File: config.mk
export PLATFORM = sky130hd
export DESIGN_NAME = bufpwm_top
export DESIGN_NICKNAME = d
export VERILOG_FILES = /design/src/rtl/bufpwm_pkg.sv /design/src/rtl/bufpwm_ctrl.sv /design/src/rtl/bufpwm_dp.sv /design/src/rtl/bufpwm_top.sv
export SDC_FILE = /design/constraint.sdc
export NUM_CORES = 1
export LEC_CHECK = 0
export ABC_AREA = 1
export ABC_CLOCK_PERIOD_IN_PS = 6800
export BUFFER_PORTS_ARGS = -buffer_cell sky130_fd_sc_hd__buf_2
export CAP_MARGIN = 20
export CORE_MARGIN = 2
export CORE_UTILIZATION = 30
export DETAILED_ROUTE_END_ITERATION = 8
export PLACE_DENSITY = 0.49
export SKIP_CTS_REPAIR_TIMING = 1
export SYNTH_ARGS = -nofsm -noshare
export SYNTH_HDL_FRONTEND = slang
export SYNTH_HIERARCHICAL = 1
export SYNTH_SLANG_ARGS = --single-unit
File: constraint.sdc
create_clock -name clk -period 6.8 [get_ports clk]
set_input_delay 1.36 -clock clk [delete_from_list [all_inputs] [get_ports clk]]
set_output_delay 1.36 -clock clk [all_outputs]
set_load 0.01 [all_outputs]
File: src/rtl/bufpwm_pkg.sv
package bufpwm_pkg;
  parameter int CntW  = 16;
  parameter int ByteW = 8;
  parameter int AddrW = 3;

  typedef enum logic [AddrW-1:0] {
    RegCtrl   = 3'd0,
    RegModHi  = 3'd1,
    RegModLo  = 3'd2,
    RegDutyHi = 3'd3,
    RegDutyLo = 3'd4
  } regSel_e;

  // control -> datapath strobes
  typedef struct packed {
    logic            stopped;
    logic            run;
    logic            center;
    logic            loadDuty;
    logic            loadMod;
    logic [CntW-1:0] dutyBuf;
    logic [CntW-1:0] modBuf;
  } strb_t;
endpackage

File: src/rtl/bufpwm_ctrl.sv
module bufpwm_ctrl
  import bufpwm_pkg::*;
(
  input  logic             clk,
  input  logic             rstN,
  input  logic             wrEn,
  input  logic [AddrW-1:0] wrAddr,
  input  logic [ByteW-1:0] wrData,
  input  logic             dbgHalt,
  input  logic             boundary,
  input  logic [CntW-1:0]  modAct,
  output strb_t            strb
);
  localparam int HiLsb = CntW - ByteW;

  logic [1:0]      clkSel;
  logic            centerQ;
  logic            modHiPend, modReady, dutyHiPend, dutyReady;
  logic [CntW-1:0] modBuf, dutyBuf;
  logic            stopped;

  assign stopped = (clkSel == 2'd0);

  always_comb begin
    strb.stopped  = stopped;
    strb.run      = !stopped && !dbgHalt;
    strb.center   = centerQ;
    strb.loadDuty = dutyReady && !dutyHiPend && (stopped || boundary);
    strb.loadMod  = modReady && !modHiPend && (stopped || boundary);
    strb.dutyBuf  = dutyBuf;
    strb.modBuf   = modBuf;
  end

  always_ff @(posedge clk) begin
    if (!rstN) begin
      clkSel     <= '0;
      centerQ    <= 1'b0;
      modHiPend  <= 1'b0;
      modReady   <= 1'b0;
      dutyHiPend <= 1'b0;
      dutyReady  <= 1'b0;
      modBuf     <= '0;
      dutyBuf    <= '0;
    end else begin
      if (strb.loadMod)  modReady  <= 1'b0;
      if (strb.loadDuty) dutyReady <= 1'b0;
      if (wrEn) begin
        case (regSel_e'(wrAddr))
          RegCtrl: begin
            clkSel  <= wrData[1:0];
            centerQ <= wrData[2];
            if (dbgHalt) begin
              modHiPend <= 1'b0;
              modReady  <= 1'b0;
              modBuf    <= modAct;
            end
          end
          RegModHi: begin
            modBuf[CntW-1:HiLsb] <= wrData;
            modHiPend            <= 1'b1;
          end
          RegModLo: begin
            modBuf[ByteW-1:0] <= wrData;
            modHiPend         <= 1'b0;
            modReady          <= 1'b1;
          end
          RegDutyHi: begin
            dutyBuf[CntW-1:HiLsb] <= wrData;
            dutyHiPend            <= 1'b1;
          end
          RegDutyLo: begin
            dutyBuf[ByteW-1:0] <= wrData;
            dutyHiPend         <= 1'b0;
            dutyReady          <= 1'b1;
          end
          default: ;
        endcase
      end
    end
  end
endmodule

File: src/rtl/bufpwm_dp.sv
module bufpwm_dp
  import bufpwm_pkg::*;
(
  input  logic            clk,
  input  logic            rstN,
  input  strb_t           strb,
  output logic [CntW-1:0] cnt,
  output logic [CntW-1:0] dutyAct,
  output logic [CntW-1:0] modAct,
  output logic            boundary,
  output logic            pwmOut
);
  logic [CntW-1:0] lim;
  logic            dirUp;
  logic            fullOn;

  assign lim      = (modAct == '0) ? '1 : modAct;
  assign boundary = strb.run && (!strb.center || dirUp) && (cnt == lim - 1'b1);
  assign fullOn   = strb.center && (dutyAct >= lim);
  assign pwmOut   = fullOn || (cnt < dutyAct);

  always_ff @(posedge clk) begin
    if (!rstN) begin
      cnt     <= '0;
      dirUp   <= 1'b1;
      dutyAct <= '0;
      modAct  <= '0;
    end else begin
      if (strb.loadDuty) dutyAct <= strb.dutyBuf;
      if (strb.loadMod)  modAct  <= strb.modBuf;
      if (strb.run) begin
        if (!strb.center) begin
          dirUp <= 1'b1;
          cnt   <= (cnt >= lim) ? '0 : cnt + 1'b1;
        end else if (dirUp) begin
          if (cnt >= lim) begin
            dirUp <= 1'b0;
            cnt   <= cnt - 1'b1;
          end else begin
            cnt <= cnt + 1'b1;
          end
        end else if (cnt == '0) begin
          dirUp <= 1'b1;
          cnt   <= {{(CntW-1){1'b0}}, 1'b1};
        end else begin
          cnt <= cnt - 1'b1;
        end
      end
    end
  end
endmodule

File: src/rtl/bufpwm_top.sv
module bufpwm_top
  import bufpwm_pkg::*;
(
  input  logic             clk,
  input  logic             rstN,
  input  logic             wrEn,
  input  logic [AddrW-1:0] wrAddr,
  input  logic [ByteW-1:0] wrData,
  input  logic             dbgHalt,
  output logic             pwmOut,
  output logic [CntW-1:0]  count,
  output logic [CntW-1:0]  dutyActive,
  output logic [CntW-1:0]  modActive
);
  strb_t strb;
  logic  boundary;

  bufpwm_ctrl u_ctrl (
    .clk(clk), .rstN(rstN), .wrEn(wrEn), .wrAddr(wrAddr), .wrData(wrData),
    .dbgHalt(dbgHalt), .boundary(boundary), .modAct(modActive), .strb(strb)
  );

  bufpwm_dp u_dp (
    .clk(clk), .rstN(rstN), .strb(strb), .cnt(count), .dutyAct(dutyActive),
    .modAct(modActive), .boundary(boundary), .pwmOut(pwmOut)
  );
endmodule

Word-level counts from Yosys, hierarchy flattened. Cells that the tools add are included.

Add/subtract/negate cells: 3. Multipliers: 0. Divide/modulo/power cells: 0. $lt $le $gt $ge: 3. Equality and inequality tests: 6. Shift operators: 0. Multiplexer cells: 23. Bitwise logic cells: 0. Reductions and logical operators: 31.

Operator list (count): 16-bit two-way mux (7); 16-bit >= comparator (2); 16-bit logical NOT (2); 8-bit one-hot mux with 2 select lines (2); 16-bit by 1-bit subtractor with 16-bit output (second input constant) (2); 16-bit by 1-bit adder with 16-bit output (second input constant) (1); 16-bit equality test (1); 16-bit less-than comparator (1); 1-bit two-way mux (11); 3-bit AND reduction (3); 1-bit logical AND (8); 2-bit AND reduction (4); 3-bit by 2-bit equality test with 1-bit output (second input constant) (2); 2-bit nonzero test (3); 1-bit logical NOT (5); 1-bit one-hot mux with 2 select lines (2); 3-bit by 1-bit equality test with 1-bit output (second input constant) (1); 3-bit equality test (second input constant) (1); 3-bit logical NOT (1); 1-bit logical OR (3); 1-bit one-hot mux with 3 select lines (1); 3-bit nonzero test (1); 2-bit logical NOT (1); 2-bit != test (second input constant) (1).

Bits in registers: 88. Latch bits: 0. Memory bits (writable): 0. Memory bits (read-only): 0. Memories kept: 0.

Logic depth before layout (Yosys ltp). Gate-level depths: netlist of run 1.

Depth after elaboration: 11. Depth in mapped cells: 23. Depth with buffers taken out: 22.

By module. Netlist of run 1, hierarchy kept.

By module, submodules not included: bufpwm_dp (instances 1, cells each 663, area each 4221.5 µm², sequential area each 980.9 µm²); bufpwm_ctrl (instances 1, cells each 269, area each 1780.5 µm², sequential area each 780.7 µm²).

Least setup slack after synthesis of run 1. OpenSTA, ideal clock, no wires.

Path type: reg2out. Start point: register u_dp.modAct[0]. End point: output port pwmOut. Arrival time: 2.122 ns. Data required time: 5.440 ns. Path slack: 3.318 ns. Stages on the path, launching flop included: 16. Buffers on the path: 1. Path through: dfxtp_1 -> nor2_2 -> nand2_1 -> nor2_1 -> nand2_2 -> buf_6 -> nand2_1 -> inv_1 -> ha_1 -> a21oi_1 -> nor2_1 -> a211oi_1 -> o221a_2 -> nand2_1 -> nand2_1 -> nand2_1.

Word-level cells in the longest chain between the ends: 5.

Ends and longest elaborated chain: from (decl) (RTL line bufpwm_dp.sv:9) `output logic [CntW-1:0] modAct,`; from (signal assigned) (RTL line bufpwm_dp.sv:30) `if (strb.loadMod) modAct <= strb.modBuf;`; 16-bit logical NOT (RTL line bufpwm_dp.sv:17) `assign lim = (modAct == '0) ? '1 : modAct;`; 16-bit two-way mux * (RTL line bufpwm_dp.sv:17); 16-bit >= comparator * (RTL line bufpwm_dp.sv:19) `assign fullOn = strb.center && (dutyAct >= lim);`; 1-bit logical AND * (RTL line bufpwm_dp.sv:19); 1-bit logical OR * (RTL line bufpwm_dp.sv:20) `assign pwmOut = fullOn || (cnt < dutyAct);`; to (decl) (RTL line bufpwm_top.sv:10) `output logic pwmOut,`.

Every way passes the cells marked *; elsewhere a longest branch is shown, timed or not.

Worst setup path in the final report of run 1.
Start point: register u_dp.modAct[2]. End point: output port pwmOut.

Same word-level chain as after synthesis.

==> results.txt, run 1 <==
----------------------------------------------------
[Global route]
  Wire length of the first global-routing pass ... 30,730 µm
  Number of antenna violations at the first check in global routing ... 0
  Maximum number of pins on one net before global-route repair ... 84
  Number of global-route vias before repair ... 5,413
  GRT Overall Usage ... 18.50%
  Global-route congestion overflow total ... 0

[Die]
  Initial core utilization ... 30.70%
  Die W ... 145.4 µm
  Total number of placement rows ... 51
  Core ar. ... 19,530 µm²
  Floorplan die area ... 21,130 µm²
  I/O pin count ... 64
  Vertical die dimension ... 145.4 µm

[Job]
  Max Cap Violations ... 0

[Timing]
  Number of hold violations in the final report ... 0
  Slew at the pin closest to its max-slew limit ... 836.6 ps
  Final period util ... 63.77%
  Worst slew margin relative to its limit ... 44.17%
  RSZ-0062 raised after global routing ... no
  Highest clock frequency the design can meet ... 230.6 MHz
  Number of setup violations in the final report ... 0
  WHS ... 465.7 ps
  Sum of negative setup slack ... 0 ps
  Fin crit period ... 4336 ps
  Number of pins exceeding their max-slew limit in the final report ... 0
  Clk_skew ... 7.405 ps

[Min path]
  Worst hold path stage count ... 2
  Hold path endpoint ... u_ctrl/dutyReady$_SDFF_PN0_
  Worst Hold Class ... reg -> reg
  Hold path startpoint ... u_ctrl/dutyReady$_SDFF_PN0_

[Power]
  Static power due to leakage ... 0.003395 µW
  Worst VDD drop ... 0.1218 mV
  Pwr per Cell Area ... 229.2 nW/µm²

[Routing]
  Wirelength, routed ... 19,530 µm
  Remaining routing DRC violations ... 0
  Number of detailed-routing iterations run before antenna repair ... 5
  Vias ... 5,971
  Number of DRC markers in iteration 0 ... 370
  Antenna violation net count after detailed routing ... 0
  DR WL/cell ... 15.74 µm
  Detailed-route vias per instance ... 4.811

[Final layout]
  Relative area change from synthesis to final layout ... 13.36%
  Diode insertion count for antenna repair ... 0
  Most common library cell in the layout ignoring fill and taps ... sky130_fd_sc_hd__nand2_1
  Fill cells ... 2,217
  Most used cells in the layout excluding fill and tap cells ... 198 x sky130_fd_sc_hd__nand2_1, 139 x sky130_fd_sc_hd__nor2_1, 110 x sky130_fd_sc_hd__inv_1
  Nets ... 1,035
  Area of combinational cells with multiple inputs ... 3636 µm²
  Total area of sequential cells ... 1762 µm²
  Share of post-route cells with drive strength above 1 ... 9.939%

[CTS]
  Total clock buffers created by CTS ... 9
  Clock-pin slew on the worst setup and hold paths ... 70 ps
  Number of buffers between clock root and the deepest sink ... 2
  CTS tree ... built
  CTS HTree Levels ... 3
  Sink count of the clock tree ... 88
  Clock network latency to the later pin of the worst-skew pair ... 350 ps
  Root Buffer ... sky130_fd_sc_hd__clkbuf_16

[Worst setup path]
  Max stage delay cell, worst path ... sky130_fd_sc_hd__dfxtp_1
  Class of the most critical setup path ... reg -> out
  Most common cell on crit path ... sky130_fd_sc_hd__nand2_1
  Highest fanout seen on the critical path ... 26
  Max stage delay on crit path ... 390 ps
  Startpoint types ... flip-flop
  Bufs and invs on worst path ... 2
  Capturing point of the worst reg2reg path ... u_dp/dutyAct[13]$_SDFFE_PN0P_
  Depth of the worst register-to-register path ... 18
  Req. time, crit path ... 5440 ps
  Minimum setup slack among reg-to-reg paths ... 3190 ps
  Worst Setup End Kind ... output pin
  Data arrival time of the worst path ... 2980 ps
  Launch instance of the worst register-to-register path ... u_dp/modAct[2]$_SDFFE_PN0P_
  Crit path cell chain ... nor2_1, nand2_1, nor2_1, nand2_2, nand2_1, inv_1, ha_1, nand2_1, nor2_1, a211oi_1, o221a_2, nand2_1, nand2_1, nand2_1, buf_2
  Crit-path leading delay family ... simple AND/OR/NAND/NOR gates

[Outcome]
  Status ... complete, no violations

[Logic synthesis]
  Net count after synthesis ... 995
  Post-synthesis instance area ... 5994 µm²
  Average instance area after synthesis ... 6.439 µm²
  Count of mapped cells out of synthesis ... 931
  Number of warning messages in the yosys log ... 6

[Placement]
  Final GP Congestion ... 0.8430
  Final HPWL from detailed placement ... 14,570 µm
  Count of buffers inserted at the top-level ports ... 63

----------------------------------------------------
-- metal layers --
metal | vias up | GRT usage, % | routed length [µm]
met5 | - | 0 | 0
met4 | 0 | 4.510 | 320
met3 | 19 | 3.480 | 859
met2 | 140 | 29.41 | 8857
met1 | 2714 | 25.93 | 9494
li1 | 3098 | - | -
-- sequential cells by signal, summed over array words and instances (netlist names) --
| signal | cells |
|---|---|
| u_ctrl/modReady | 1 |
| u_dp/cnt | 16 |
| u_ctrl/modBuf | 16 |
| u_ctrl/dutyReady | 1 |
| u_ctrl/dutyBuf | 16 |
| u_dp/dirUp | 1 |
| u_ctrl/modHiPend | 1 |
| u_ctrl/dutyHiPend | 1 |
| u_dp/dutyAct | 16 |
| u_ctrl/clkSel | 2 |
| u_ctrl/centerQ | 1 |
| u_dp/modAct | 16 |
-- worst register-to-register path: cells and delay by family (launching register included) --
kind,cells,cell delay (ps)
flip-flops,1,390
AND/OR/NAND/NOR,11,1730
adder cells (fa/ha/maj),1,280
buffers and inverters,2,400
AO/OA/AOI/OAI,4,670
-- area by class of cell --
type | instances | area share (%)
repair buffers | 65 | 4.861
inverters | 115 | 6.352
well taps | 265 | 4.879
multi-input cells | 692 | 53.51
flip-flops and latches | 88 | 25.93
clock inverters | 6 | 1.105
clock buffers | 10 | 3.370
-- worst max path at each step --
stage | endpoint | cells past startpoint | from
3_3_place_gp | u_dp/modAct[13]$_SDFFE_PN0P_ | 16 | dbgHalt
4_1_cts | pwmOut | 15 | u_dp/modAct[0]$_SDFFE_PN0P_
5_1_grt | pwmOut | 15 | u_dp/modAct[9]$_SDFFE_PN0P_
6_report | pwmOut | 15 | u_dp/modAct[2]$_SDFFE_PN0P_
2_1_floorplan | pwmOut | 15 | u_dp/modAct[0]$_SDFFE_PN0P_
3_5_place_dp | u_dp/dutyAct[13]$_SDFFE_PN0P_ | 16 | dbgHalt
-- per-stage QoR --
stage | utilization [%] | instance area [µm²] | setup WS [ps] | cells | power, µW
after global placement | 33.24 | 6491 | 2801 | 1225 | 1036
after global routing | 34.80 | 6795 | 2115 | 1241 | 1666
after floorplan | - | 5995 | 3318 | 931 | 912.6
after detailed placement | 33.24 | 6491 | 2719 | 1225 | 1039
final | 34.80 | 6795 | 2464 | 1241 | 1557
after CTS | 34.80 | 6795 | 2440 | 1241 | 1573
-- power by group --
group / internal (µW) / total, µW / leakage, µW / switching, µW
clock network: 291 / 528 / 0.000146 / 237
logic: 153 / 459 / 0.00253 / 306
registers: 536 / 570 / 0.000715 / 33.6
Power figures use the tool's default switching activity.
==> inputs of run 2 (changes only) <==
--- a/config.mk
+++ b/config.mk
@@ -5,8 +5,8 @@
 export SDC_FILE = /design/constraint.sdc
 export NUM_CORES = 1
 export LEC_CHECK = 0
-export ABC_AREA = 1
-export ABC_CLOCK_PERIOD_IN_PS = 6800
+export ABC_AREA = 0
+export ABC_CLOCK_PERIOD_IN_PS = 4210
 export BUFFER_PORTS_ARGS = -buffer_cell sky130_fd_sc_hd__buf_2
 export CAP_MARGIN = 20
 export CORE_MARGIN = 2
==> constraint.sdc (replaced) <==
create_clock -name clk -period 4.21 [get_ports clk]
set_input_delay 0.842 -clock clk [delete_from_list [all_inputs] [get_ports clk]]
set_output_delay 0.842 -clock clk [all_outputs]
set_load 0.01 [all_outputs]
==> run 2 against run 1 <==
Effect of this change:
- the flow now finishes with violations (setup timing)
- global-route usage increased by 0.43 points
- clock power increased by 61%
- first-iteration DRC count increased by 28%
- clock-buffer cell count decreased by 1
- sequential power increased by 51%
- clock skew increased by 5.7 ps
- total power increased by 28%
- core utilization increased by 2.0 points
- area after synthesis increased by 1.0%
- hold slack got worse by 7.3 ps
- setup slack got worse by 2600 ps
- final area increased by 6.5%
==> results.txt, run 2 <==
----------------------------------------------------
[Outcome]
  Status ... complete, but fails checks (was complete, no violations)
  Violated checks ... setup timing

[Logic synthesis]
  Number of warning messages in the yosys log ... 6 (unchanged)
  Average instance area after synthesis ... 8.386 µm² (was 6.439 µm²)
  Count of mapped cells out of synthesis ... 722 (was 931)
  Post-synthesis instance area ... 6055 µm² (was 5994 µm²)
  Net count after synthesis ... 786 (was 995)

[Final layout]
  Most common library cell in the layout ignoring fill and taps ... sky130_fd_sc_hd__dfxtp_1 (was sky130_fd_sc_hd__nand2_1)
  Nets ... 858 (was 1,035)
  Share of post-route cells with drive strength above 1 ... 21.15% (was 9.939%)
  Most used cells in the layout excluding fill and tap cells ... 87 x sky130_fd_sc_hd__dfxtp_1, 77 x sky130_fd_sc_hd__nor2_1, 63 x sky130_fd_sc_hd__buf_2 (was 198 x sky130_fd_sc_hd__nand2_1, 139 x sky130_fd_sc_hd__nor2_1, 110 x sky130_fd_sc_hd__inv_1)
  Filler-free cell count of the finished design ... 1,064 (was 1,241)
  Fill cells ... 2,139 (was 2,217)
  Diode insertion count for antenna repair ... 0 (unchanged)
  Relative area change from synthesis to final layout ... 19.57% (was 13.36%)
  Util after Layout ... 36.83% (was 34.80%)

[Worst setup path]
  Start point of the critical path ... u_dp/modAct[3]$_SDFFE_PN0P_ (was u_dp/modAct[2]$_SDFFE_PN0P_)
  Startpoint types ... flip-flop (unchanged)
  Minimum setup slack among reg-to-reg paths ... 310 ps (was 3190 ps)
  Launch instance of the worst register-to-register path ... u_dp/modAct[3]$_SDFFE_PN0P_ (was u_dp/modAct[2]$_SDFFE_PN0P_)
  Data arrival time of the worst path ... 3460 ps (was 2980 ps)
  Crit path cell chain ... nor4_4, nand4_2, or3_4, nor4_4, buf_6, nor2_1, ha_1, nor2b_1, o21ai_1, a21oi_1, or3b_2, a221o_1, buf_2 (was nor2_1, nand2_1, nor2_1, nand2_2, nand2_1, inv_1, ha_1, nand2_1, nor2_1, a211oi_1, o221a_2, nand2_1, nand2_1, nand2_1, buf_2)
  Worst Setup End Kind ... output pin (unchanged)
  Depth of the worst register-to-register path ... 17 (was 18)
  Highest fanout seen on the critical path ... 9 (was 26)
  Capturing point of the worst reg2reg path ... u_dp/modAct[9]$_SDFFE_PN0P_ (was u_dp/dutyAct[13]$_SDFFE_PN0P_)
  Most common cell on crit path ... sky130_fd_sc_hd__nor4_4 (was sky130_fd_sc_hd__nand2_1)
  Req. time, crit path ... 3370 ps (was 5440 ps)
  Max stage delay cell, worst path ... sky130_fd_sc_hd__or3b_2 (was sky130_fd_sc_hd__dfxtp_1)
  Max stage delay on crit path ... 440 ps (was 390 ps)
  Class of the most critical setup path ... reg -> out (unchanged)

[Power]
  Switching power ... 563.5 µW (was 576.8 µW)
  Share of power burned in registers ... 43.2% (was 36.6%)
  Pwr per Cell Area ... 275.5 nW/µm² (was 229.2 nW/µm²)
  Internal power ... 1431 µW (was 980.4 µW)
  Logic pwr share ... 14.2% (was 29.5%)
  Clock power share ... 42.6% (was 33.9%)
  Static power due to leakage ... 0.003110 µW (was 0.003395 µW)
  Worst VDD drop ... 0.1759 mV (was 0.1218 mV)
  Switching power as a share of total power ... 28.25% (was 37.04%)

[Routing]
  Number of DRC markers in iteration 0 ... 472 (was 370)
  Wirelength, routed ... 20,200 µm (was 19,530 µm)
  Metal1 wirelength ... 10,230 µm (was 9494 µm)
  DR WL/cell ... 18.98 µm (was 15.74 µm)
  Remaining routing DRC violations ... 0 (unchanged)
  Highest routed metal layer ... met4 (unchanged)
  Number of detailed-routing iterations run before antenna repair ... 5 (unchanged)
  Antenna violation net count after detailed routing ... 0 (unchanged)
  Routed met2 length ... 8901 µm (was 8857 µm)
  Vias ... 5,614 (was 5,971)
  Routed wire length on met3 ... 792 µm (was 859 µm)
  Detailed-route vias per instance ... 5.276 (was 4.811)

[Timing]
  RSZ-0062 raised after global routing ... yes (was no)
  Final period util ... 102.3%
  Worst slew margin relative to its limit ... 52.46% (was 44.17%)
  WHS ... 458.4 ps (was 465.7 ps)
  Slew at the pin closest to its max-slew limit ... 713.1 ps (was 836.6 ps)
  Clk_skew ... 13.07 ps (was 7.405 ps)
  Number of hold violations in the final report ... 0 (unchanged)
  Number of pins exceeding their max-slew limit in the final report ... 0 (unchanged)
  Number of setup violations in the final report ... 1 (was 0)
  Fin crit period ... 4306 ps
  Worst Slack Setup Final ... -95.84 ps (was 2464 ps)
  Highest clock frequency the design can meet ... 232.2 MHz

[Min path]
  Worst Hold Class ... reg -> reg (unchanged)
  Hold path endpoint ... u_ctrl/dutyBuf[12]$_SDFFE_PN0P_ (was u_ctrl/dutyReady$_SDFF_PN0_)
  Hold path startpoint ... u_ctrl/dutyBuf[12]$_SDFFE_PN0P_ (was u_ctrl/dutyReady$_SDFF_PN0_)
  Worst hold path stage count ... 2 (unchanged)

[CTS]
  Root Buffer ... sky130_fd_sc_hd__clkbuf_16 (unchanged)
  Clock-pin slew on the worst setup and hold paths ... 70 ps (about the same)
  Clock network latency to the later pin of the worst-skew pair ... 360 ps (was 350 ps)
  Number of buffers between clock root and the deepest sink ... 2 (unchanged)
  CTS HTree Levels ... 3 (unchanged)
  Sink count of the clock tree ... 88 (unchanged)
  CTS tree ... built (unchanged)
  Total clock buffers created by CTS ... 9 (unchanged)

[Die]
  Floorplan die area ... 21,330 µm² (was 21,130 µm²)
  Initial core utilization ... 30.81% (was 30.70%)
  Core ar. ... 19,650 µm² (was 19,530 µm²)
  Vertical die dimension ... 146.1 µm (was 145.4 µm)
  Total number of placement rows ... 51 (unchanged)
  Die W ... 146.1 µm (was 145.4 µm)
  I/O pin count ... 64 (unchanged)

[Global route]
  GRT Overall Usage ... 18.93% (was 18.50%)
  Number of antenna violations at the first check in global routing ... 0 (unchanged)
  Maximum number of pins on one net before global-route repair ... 45 (was 84)
  Global-route congestion overflow total ... 0 (unchanged)
  Number of global-route vias before repair ... 5,335 (was 5,413)
  Wire length of the first global-routing pass ... 31,740 µm (was 30,730 µm)

[Placement]
  Count of buffers inserted at the top-level ports ... 63 (unchanged)
  Post-placement cell count ... 1,045 (was 1,225)
  Final GP Congestion ... 0.8219 (was 0.8430)
  Post-place setup slack ... 129.2 ps (was 2719 ps)
  Final HPWL from detailed placement ... 14,770 µm (was 14,570 µm)

[Job]
  Max Cap Violations ... 0 (unchanged)

----------------------------------------------------
## run 2: worst max-delay path by stage
| stage | to | slack (ps) | cells after the start |
|---|---|---|---|
| floorplan | u_dp/cnt[5]$_SDFFE_PN0P_ | 6 | 14 |
| global placement | pwmOut | 130 | 14 |
| detailed placement | pwmOut | 130 | 14 |
| CTS | pwmOut | -250 | 14 |
| global route | pwmOut | -260 | 14 |
| finish | pwmOut | -100 | 13 |
## run 2: metal layers
| layer | up-vias | GRT usage [%] |
|---|---|---|
| li1 | 2781 | - |
| met2 | 133 | 28.94 |
| met5 | - | 0 |
| met3 | 17 | 2.625 |
| met1 | 2683 | 27.99 |
| met4 | 0 | 4.757 |
## run 2: worst max-delay path, delay by kind of cell, from the launching register on
kind | cells | cell delay, ps
AOI/OAI and AO/OA | 3 | 510
buffers and inverters | 2 | 340
adders and majority gates | 1 | 280
and+or+nand+nor | 7 | 1660
DFF | 1 | 330
## run 2: per-stage QoR
stage	area (µm²)	setup TNS (ps)	power, µW
final	7239	-95.84	1995
after detailed placement	6820	0	1156
after floorplan	6063	0	1071
after global routing	7239	-258.3	2082
after global placement	6820	0	1154
after CTS	7123	-249.2	2003
## run 2: power by group through the flow
| stage | combinational [µW] | sequential, µW | clock [µW] |
|---|---|---|---|
| finish | 282 | 862 | 850 |
| global route | 315 | 864 | 904 |
| CTS | 275 | 862 | 866 |
| detailed placement | 274 | 882 | 0 |
| global placement | 273 | 882 | 0 |
| floorplan | 188 | 883 | 0 |
## run 2: area by class of cell
cell class	instances	area (µm²)	area share, %
clock buffer	9	225.2	3.111
clock inverter	7	77.57	1.072
inverter	30	112.6	1.555
multi-input combinational	553	3983	55.01
sequential	88	1763	24.35
tap	265	331.6	4.580
timing repair buffer	112	747.0	10.32
